$ cat src/rtl/enc_vel_pkg.sv
package enc_vel_pkg;

  // Window timer phase: priming after reset, then free running.
  typedef enum logic {
    PH_PRIME = 1'b0,
    PH_RUN   = 1'b1
  } tmr_phase_e;

  // Event produced by the window timer in one cycle.
  typedef struct packed {
    logic expire;   // timer read 0 while running: capture now
    logic restart;  // timer loaded without capture (clear or prime)
  } tmr_evt_t;

endpackage

$ cat src/rtl/vel_window_timer.sv
module vel_window_timer
  import enc_vel_pkg::*;
#(
  parameter int TMR_W = 32
) (
  input  logic             clk,
  input  logic             rst_n,
  input  logic             clr_i,
  input  logic [TMR_W-1:0] period_i,
  output logic [TMR_W-1:0] tmr_o,
  output tmr_evt_t         evt_o
);

  localparam logic [TMR_W-1:0] TMR_ONE  = TMR_W'(1);
  localparam logic [TMR_W-1:0] TMR_ZERO = '0;

  tmr_phase_e       phase_q, phase_d;
  logic [TMR_W-1:0] tmr_q, tmr_d;
  logic             at_zero;

  assign at_zero = (tmr_q == TMR_ZERO);

  always_comb begin
    phase_d       = phase_q;
    tmr_d         = tmr_q;
    evt_o.expire  = 1'b0;
    evt_o.restart = 1'b0;
    if (clr_i) begin
      // clear wins over expiry: full new window, no capture
      phase_d       = PH_RUN;
      tmr_d         = period_i;
      evt_o.restart = 1'b1;
    end else if (phase_q == PH_PRIME) begin
      phase_d       = PH_RUN;
      tmr_d         = period_i;
      evt_o.restart = 1'b1;
    end else if (at_zero) begin
      tmr_d        = period_i;
      evt_o.expire = 1'b1;
    end else begin
      tmr_d = tmr_q - TMR_ONE;
    end
  end

  always_ff @(posedge clk or negedge rst_n) begin
    if (!rst_n) begin
      phase_q <= PH_PRIME;
      tmr_q   <= TMR_ZERO;
    end else begin
      phase_q <= phase_d;
      tmr_q   <= tmr_d;
    end
  end

  assign tmr_o = tmr_q;

endmodule

$ cat src/rtl/vel_step_counter.sv
module vel_step_counter #(
  parameter int CNT_W    = 32,
  parameter bit SATURATE = 1'b1
) (
  input  logic             clk,
  input  logic             rst_n,
  input  logic             step_i,
  input  logic             clr_i,
  input  logic             expire_i,
  output logic [CNT_W-1:0] cnt_o
);

  localparam logic [CNT_W-1:0] CNT_MAX  = {CNT_W{1'b1}};
  localparam logic [CNT_W-1:0] CNT_ONE  = CNT_W'(1);
  localparam logic [CNT_W-1:0] CNT_ZERO = '0;

  logic [CNT_W-1:0] cnt_q, cnt_d, cnt_inc;
  logic             cnt_en;

  generate
    if (SATURATE) begin : g_sat
      assign cnt_inc = (cnt_q == CNT_MAX) ? CNT_MAX : cnt_q + CNT_ONE;
    end else begin : g_wrap
      assign cnt_inc = cnt_q + CNT_ONE;
    end
  endgenerate

  // register enable: any of clear, restart or step changes the count
  assign cnt_en = clr_i | expire_i | step_i;

  always_comb begin
    cnt_d = cnt_q;
    if (clr_i) begin
      cnt_d = CNT_ZERO;
    end else if (expire_i) begin
      // step in the capture cycle belongs to the new window
      cnt_d = step_i ? CNT_ONE : CNT_ZERO;
    end else if (step_i) begin
      cnt_d = cnt_inc;
    end
  end

  always_ff @(posedge clk or negedge rst_n) begin
    if (!rst_n) begin
      cnt_q <= CNT_ZERO;
    end else if (cnt_en) begin
      cnt_q <= cnt_d;
    end
  end

  assign cnt_o = cnt_q;

endmodule

$ cat src/rtl/vel_capture_cmp.sv
module vel_capture_cmp #(
  parameter int CNT_W = 32
) (
  input  logic             clk,
  input  logic             rst_n,
  input  logic             cap_en_i,
  input  logic [CNT_W-1:0] cnt_i,
  input  logic [CNT_W-1:0] thresh_i,
  output logic [CNT_W-1:0] cap_o,
  output logic             done_o,
  output logic             slow_o
);

  logic [CNT_W-1:0] cap_q, cap_d;
  logic             done_q, done_d;
  logic             slow_q, slow_d;

  always_comb begin
    cap_d  = cap_q;
    done_d = 1'b0;
    slow_d = 1'b0;
    if (cap_en_i) begin
      cap_d  = cnt_i;
      done_d = 1'b1;
      // compare only at capture time, against the outgoing count
      slow_d = (cnt_i < thresh_i);
    end
  end

  always_ff @(posedge clk or negedge rst_n) begin
    if (!rst_n) begin
      cap_q <= '0;
    end else if (cap_en_i) begin
      cap_q <= cap_d;
    end
  end

  always_ff @(posedge clk or negedge rst_n) begin
    if (!rst_n) begin
      done_q <= 1'b0;
      slow_q <= 1'b0;
    end else begin
      done_q <= done_d;
      slow_q <= slow_d;
    end
  end

  assign cap_o  = cap_q;
  assign done_o = done_q;
  assign slow_o = slow_q;

endmodule

$ cat src/rtl/enc_vel_meter.sv
module enc_vel_meter
  import enc_vel_pkg::*;
#(
  parameter int TMR_W    = 32,
  parameter int CNT_W    = 32,
  parameter bit SATURATE = 1'b1
) (
  input  logic             clk,
  input  logic             rst_n,
  input  logic             step_i,
  input  logic             vel_clr_i,
  input  logic [TMR_W-1:0] period_i,
  input  logic [CNT_W-1:0] thresh_i,
  output logic [TMR_W-1:0] tmr_o,
  output logic [CNT_W-1:0] cnt_o,
  output logic [CNT_W-1:0] cap_o,
  output logic             win_done_o,
  output logic             slow_o
);

  tmr_evt_t         tmr_evt;
  logic [CNT_W-1:0] cnt_live;

  vel_window_timer #(
    .TMR_W (TMR_W)
  ) u_timer (
    .clk      (clk),
    .rst_n    (rst_n),
    .clr_i    (vel_clr_i),
    .period_i (period_i),
    .tmr_o    (tmr_o),
    .evt_o    (tmr_evt)
  );

  vel_step_counter #(
    .CNT_W    (CNT_W),
    .SATURATE (SATURATE)
  ) u_count (
    .clk      (clk),
    .rst_n    (rst_n),
    .step_i   (step_i),
    .clr_i    (vel_clr_i),
    .expire_i (tmr_evt.expire),
    .cnt_o    (cnt_live)
  );

  vel_capture_cmp #(
    .CNT_W (CNT_W)
  ) u_cap (
    .clk      (clk),
    .rst_n    (rst_n),
    .cap_en_i (tmr_evt.expire),
    .cnt_i    (cnt_live),
    .thresh_i (thresh_i),
    .cap_o    (cap_o),
    .done_o   (win_done_o),
    .slow_o   (slow_o)
  );

  assign cnt_o = cnt_live;

endmodule

$ cat config.mk
export PLATFORM = sky130hd
export DESIGN_NAME = enc_vel_meter
export DESIGN_NICKNAME = d
export VERILOG_FILES = /design/src/rtl/enc_vel_pkg.sv /design/src/rtl/vel_window_timer.sv /design/src/rtl/vel_step_counter.sv /design/src/rtl/vel_capture_cmp.sv /design/src/rtl/enc_vel_meter.sv
export SDC_FILE = /design/constraint.sdc
export NUM_CORES = 1
export LEC_CHECK = 0
export BUFFER_PORTS_ARGS = -buffer_cell sky130_fd_sc_hd__buf_2
export CAP_MARGIN = 40
export CORE_MARGIN = 1
export CORE_UTILIZATION = 26
export CTS_CLUSTER_SIZE = 16
export DETAILED_ROUTE_END_ITERATION = 6
export MAX_ROUTING_LAYER = met4
export PLACE_DENSITY = 0.55
export SLEW_MARGIN = 30
export SYNTH_ARGS = -nofsm -noshare
export SYNTH_HDL_FRONTEND = slang
export SYNTH_SLANG_ARGS = --single-unit
$ cat constraint.sdc
create_clock -name clk -period 2.6 [get_ports clk]
set_input_delay 0.26 -clock clk [delete_from_list [all_inputs] [get_ports clk]]
set_output_delay 0.26 -clock clk [all_outputs]
set_load 0.02 [all_outputs]
Word-level counts from Yosys, hierarchy flattened
Cells that the tools add are included.
{"block": "classes", "muxes": 13, "eq_ne": 1, "n_addsub": 2, "bitwise_logic": 2, "reduce_logical": 3, "magnitude_cmp": 1}
{"op": "$mux W32", "count": 7}
{"op": "$add A32 B1 Y32 const B", "count": 1}
{"op": "$eq A32 B32 Y1 const B", "count": 1}
{"op": "$logic_not A32 Y1", "count": 1}
{"op": "$lt A32 B32 Y1", "count": 1}
{"op": "$sub A32 B1 Y32 const B", "count": 1}
{"op": "$mux W1", "count": 6}
{"op": "$reduce_bool A3 Y1", "count": 1}
{"op": "$or A1 B1 Y1", "count": 2}
{"op": "$reduce_and A2 Y1", "count": 1}
{"block": "totals", "register_bits": 99, "inputBits": 68, "elab_cells": 28, "out_inout_bits": 98}

Logic depth before layout (Yosys ltp)
{"block": "logic_depth", "depth_word": 7, "depth_mapped": 11}

Cells and area by module
From an unflattened synthesis, not the netlist that was laid out.
{"block": "hier_totals", "hier_cells": 588, "hier_area_um2": 5778.0}
{"module": "vel_capture_cmp", "cells_per_inst": 181, "area_each_um2": 2014.4, "n_inst": 1}
{"module": "vel_step_counter", "cells_per_inst": 212, "area_each_um2": 1926.8, "n_inst": 1}
{"module": "vel_window_timer", "cells_per_inst": 195, "area_each_um2": 1836.8, "n_inst": 1}

Worst setup path before layout
No wires, ideal clock.
{"block": "synth_path", "kind": "reg-to-reg", "from": "register u_timer.tmr_q[3] (netlist: u_timer.tmr_o[3])", "to": "register u_count.cnt_q[29] (netlist: u_count.cnt_o[29])", "path_stages_with_launch": 9, "t_arrival_ns": 2.182, "path_slack_ns": 0.268, "setup_time_ns": 0.150, "n_path_buf": 2, "required_time_ns": 2.450, "cell_sequence": "dfrtp_1 or4_4 nor4_4 and3_1 buf_6 nand3_1 nand2b_1 buf_4 a311oi_1"}
{"block": "synth_via", "elab_chain_len": 7, "word_cells_on_any_way": 10}
{"element": "from (decl)", "line_no": "vel_window_timer.sv:18", "rtl": "logic [TMR_W-1:0] tmr_q, tmr_d;"}
{"element": "from (signal assigned)", "line_no": "vel_window_timer.sv:51", "rtl": "tmr_q <= tmr_d;"}
{"element": "$logic_not A32 Y1 *", "line_no": "vel_window_timer.sv:21", "rtl": "assign at_zero = (tmr_q == TMR_ZERO);"}
{"element": "$mux W1 *", "line_no": "vel_window_timer.sv:37", "rtl": "end else if (at_zero) begin"}
{"element": "$mux W1 *", "line_no": "vel_window_timer.sv:33", "rtl": "end else if (phase_q == PH_PRIME) begin"}
{"element": "$mux W1 *", "line_no": "vel_window_timer.sv:28", "rtl": "if (clr_i) begin"}
{"element": "$or A1 B1 Y1 (2 in a row)", "line_no": "vel_step_counter.sv:29", "rtl": "assign cnt_en = clr_i | expire_i | step_i;"}
{"element": "$reduce_and A2 Y1 (no line)"}
{"element": "to (signal assigned)", "line_no": "vel_step_counter.sv:47", "rtl": "cnt_q <= cnt_d;"}
{"element": "to (decl)", "line_no": "vel_step_counter.sv:17", "rtl": "logic [CNT_W-1:0] cnt_q, cnt_d, cnt_inc;"}
Mark *: on every way between the ends. The rest lies on a longest branch, timed or not.
A chain may end at the register's enable or synchronous reset.

Worst setup path in the final report
{"block": "layout_path", "from": "register u_timer.tmr_q[7] (netlist: u_timer.tmr_o[7])", "to": "register u_timer.tmr_q[13] (netlist: u_timer.tmr_o[13])"}
{"block": "layout_via", "elab_chain_len": 4, "word_cells_on_any_way": 5}
{"element": "$sub A32 B1 Y32 or $logic_not A32 Y1 (tied branches)", "line_no": "vel_window_timer.sv:41, vel_window_timer.sv:21"}
{"element": "$mux W32 *", "line_no": "vel_window_timer.sv:37"}
{"element": "$mux W32 *", "line_no": "vel_window_timer.sv:33"}
{"element": "$mux W32 *", "line_no": "vel_window_timer.sv:28"}
{"element": "via u_timer.tmr_d[13]", "line_no": "vel_window_timer.sv:18"}
The timed path passes the listed nets; every way through them passes the cells marked *.

==> impl_metrics.env <==
export IMPL_fin_nets=945
export IMPL_clock_path_buffers=2
export IMPL_holdPathStages=2
export IMPL_crit_buf_inv=1
export IMPL_critPathLaunchType="flop"
export IMPL_antenna_found_initial=2
export IMPL_finalSetupViolations=0
export IMPL_finalCritPeriodShare_pct=95.9
export IMPL_min_path_type="input pin to flop"
export IMPL_grt_first_pass_wirelength_mm=26.6
export IMPL_syn_area_um2=5600
export IMPL_wl_met3_mm=1.10
export IMPL_path_max_fanout=27
export IMPL_reg2reg_slack_ns=0.11
export IMPL_clock_fmax_mhz=401
export IMPL_maxSlewViolCount=0
export IMPL_hpwlAfterDp_mm=12.3
export IMPL_cts_tree="done"
export IMPL_grt_start_max_net_pins=52
export IMPL_syn_nets=739
export IMPL_drive_gt1_share_pct=29.3
export IMPL_hold_path_startpoint="vel_clr_i"
export IMPL_status="complete, no violations"
export IMPL_hold_viol_final=0
export IMPL_fillers=2242
export IMPL_fin_setup_tns_ns=0
export IMPL_synthArstFlopShare_pct=100
export IMPL_finalWirelength_mm=16.4
export IMPL_htreeDepth=3
export IMPL_max_stage_delay_ns=0.63
export IMPL_powerDensity_nw_per_um2=471
export IMPL_ant_nets=0
export IMPL_drt_initial_drc_count=287
export IMPL_num_io_pins=166
export IMPL_die_area_um2=22100
export IMPL_cpLargestDelayFamily="simple AND/OR/NAND/NOR gates"
export IMPL_regArea_um2=2480
export IMPL_fin_skew_ns=0.0137
export IMPL_num_vias=5216
export IMPL_multiInputGateArea_um2=2860
export IMPL_met1_length_mm=7.55
export IMPL_fin_area_um2=7390
export IMPL_leakage_nw=3.71
export IMPL_die_h_um=149
export IMPL_viasPerCell=4.63
export IMPL_synth_edf_count=0
export IMPL_initial_core_util_pct=26.6
export IMPL_routed_top_layer="met4"
export IMPL_io_buffers=165
export IMPL_path_cells="or4_1 -> nor4_4 -> and3_4 -> a21oi_4 -> buf_4 -> nor2_1 -> a21oi_1"
export IMPL_synth_avg_cell_area_um2=8.78
export IMPL_reg2reg_depth=7
export IMPL_overflow=0
export IMPL_firstDrtPassIters=4
export IMPL_synth_distinct_cells=55
export IMPL_synthFlopType="dfrtp_1"
export IMPL_cts_made_buffers=9
export IMPL_wl_per_cell_um=14.5
export IMPL_max_cap_violations=0
export IMPL_tightest_slew_ns=0.736
export IMPL_rr_endpoint="u_timer.tmr_o[13]$_DFF_PN0_"
export IMPL_core_um2=21100
export IMPL_endpoint_kind="flop"
export IMPL_row_count=53
export IMPL_dp_cells=1105
export IMPL_synthCells=638
export IMPL_gp_congestion=0.812
export IMPL_clock_latency_ns=0.36
export IMPL_seq_area_frac_synth_pct=44.2
export IMPL_grt_pass1_vias=5162
export IMPL_slew_headroom_pct=50.8
export IMPL_worstPathArrival_ns=2.74
export IMPL_dr_wl_met2_mm=7.47
export IMPL_ir_worst_vdd_uv=281
export IMPL_syn_to_final_growth_pct=31.9
export IMPL_clock_sinks=99
export IMPL_min_to="u_count.cnt_o[0]$_DFFE_PN0P_"
export IMPL_cts_clk_slew_worst_paths_ns=0.07
export IMPL_die_w_um=149
export IMPL_grt_use_total_pct=15.9
export IMPL_whs_ns=0.0870
export IMPL_rsz0062_at_grt="true"
export IMPL_root_buffer="clkbuf_16"
export IMPL_placed_cell_area_um2=7040
export IMPL_drc=0
export IMPL_worstPathRequired_ns=2.85
export IMPL_r2r_start="u_timer.tmr_o[7]$_DFF_PN0_"
export IMPL_synth_seq_cells=99
export IMPL_stdcell_count=1126
export IMPL_crit_type="flop to flop"
export IMPL_slowest_stage="or4_1"
export IMPL_ys_warn_count=0
export IMPL_post_route_min_period_ns=2.49
-- where the power goes --
group,leakage (nW),switching [mW],internal (mW)
logic,2.26,0.245,0.170
clock network,0.147,0.637,0.779
registers,1.30,0.0600,1.59
total,3.71,0.942,2.53
-- registers in the layout, summed over array words and instances, names as in the netlist --
| name | cells |
|---|---|
| u_cap.done_o | 1 |
| u_count.cnt_o | 32 |
| u_cap.slow_o | 1 |
| u_cap.cap_o | 32 |
| u_timer.phase_q | 1 |
| u_timer.tmr_o | 32 |
-- stage by stage --
stage / setup slack (ns) / util (%) / power (mW)
after floorplan: 0.268 / - / 1.88
after global placement: 0.0365 / 33.4 / 2.09
after detailed placement: -0.0185 / 33.4 / 2.09
after CTS: 0.0628 / 34.9 / 3.55
after global routing: -0.0236 / 35.0 / 3.64
final: 0.106 / 35.0 / 3.48
-- layer usage --
metal / vias up / GRT usage [%]
li1: 2625 / -
met1: 2413 / 19.8
met2: 162 / 24.8
met3: 16 / 4.43
met4: 0 / 5.00
met5: - / -
-- cell families (layout without fill, tap and decap cells) --
group | Yosys count | in the layout | share of synthesized area, %
simple gates | 308 | 308 | 26.2
compound gates | 103 | 103 | 11.3
flops | 99 | 99 | 44.2
buf+inv | 60 | 271 | 5.29
fa+ha+maj | 33 | 33 | 7.37
xor+xnor | 25 | 25 | 3.91
mux | 9 | 9 | 1.67
other cells | 1 | 3 | 0.0669
-- layout by cell type, fill, tap and decap left out, types with 7 or more instances in the layout --
cell type,instances
clkbuf_16,9
and3_1,7
nor4_1,8
nand4_1,14
nand2_1,117
inv_1,37
a311oi_1,8
buf_4,49
nor3_1,25
o21ai_0,18
buf_2,164
nand3_1,23
nand2b_1,7
xnor2_1,20
nor2_1,67
a21oi_1,46
dfrtp_1,99
ha_1,33
-- worst register-to-register path: stages, from the launching register on --
cell     delay (ns)
dfrtp_1        0.43
or4_1          0.63
nor4_4         0.37
and3_4         0.31
a21oi_4        0.20
buf_4          0.28
nor2_1         0.12
a21oi_1        0.05
-- worst max-delay path by stage --
| stage | startpoint | end | cells after the start |
|---|---|---|---|
| 3_3_place_gp | thresh_i[13] | u_cap.slow_o$_DFF_PN0_ | 11 |
| 2_1_floorplan | u_timer.tmr_o[3]$_DFF_PN0_ | u_count.cnt_o[29]$_DFFE_PN0P_ | 8 |
| 3_5_place_dp | u_timer.tmr_o[5]$_DFF_PN0_ | u_timer.tmr_o[13]$_DFF_PN0_ | 7 |
| 5_1_grt | u_timer.tmr_o[7]$_DFF_PN0_ | u_timer.tmr_o[13]$_DFF_PN0_ | 7 |
| 6_report | u_timer.tmr_o[7]$_DFF_PN0_ | u_timer.tmr_o[13]$_DFF_PN0_ | 7 |
| 4_1_cts | u_timer.tmr_o[5]$_DFF_PN0_ | u_timer.tmr_o[13]$_DFF_PN0_ | 7 |
-- cell usage after synthesis, drive strengths merged (6+ instances only) --
master / number / area share [%]
a211oi: 7 / 0.94
nand2b: 7 / 0.78
xnor2: 20 / 3.1
ha: 33 / 7.4
clkbuf: 6 / 0.42
a311oi: 8 / 1.3
a21oi: 47 / 4.3
mux2i: 6 / 1.1
dfrtp: 99 / 44
nor3: 28 / 2.8
buf: 16 / 2.3
and3: 8 / 0.89
nand2: 118 / 8.0
nor2: 67 / 4.5
nand3: 24 / 2.1
inv: 37 / 2.5
nor4: 10 / 1.4
nand4: 14 / 1.6
o21ai: 18 / 1.6
nor2b: 6 / 0.67
-- layout make-up --
| class | count | area share, % |
|---|---|---|
| diodes | 2 | 0.0677 |
| clock buffers | 11 | 3.29 |
| clock inverters | 5 | 0.813 |
| inverters | 38 | 1.93 |
| multi-input cells | 479 | 38.7 |
| flip-flops and latches | 99 | 33.5 |
| well taps | 275 | 4.66 |
| repair buffers | 217 | 17.0 |
-- repair_timing --
| item | CTS | global route |
|---|---|---|
| gates resized for setup | 1 | 3 |
| hold buffers | 1 | 0 |
| pin swaps | 0 | 1 |
| endpoints found under the setup margin | 10 | 70 |
| hold endpoints to repair | 26 | 0 |
| setup buffers | 0 | 2 |
(Power assumes the default switching activity.)
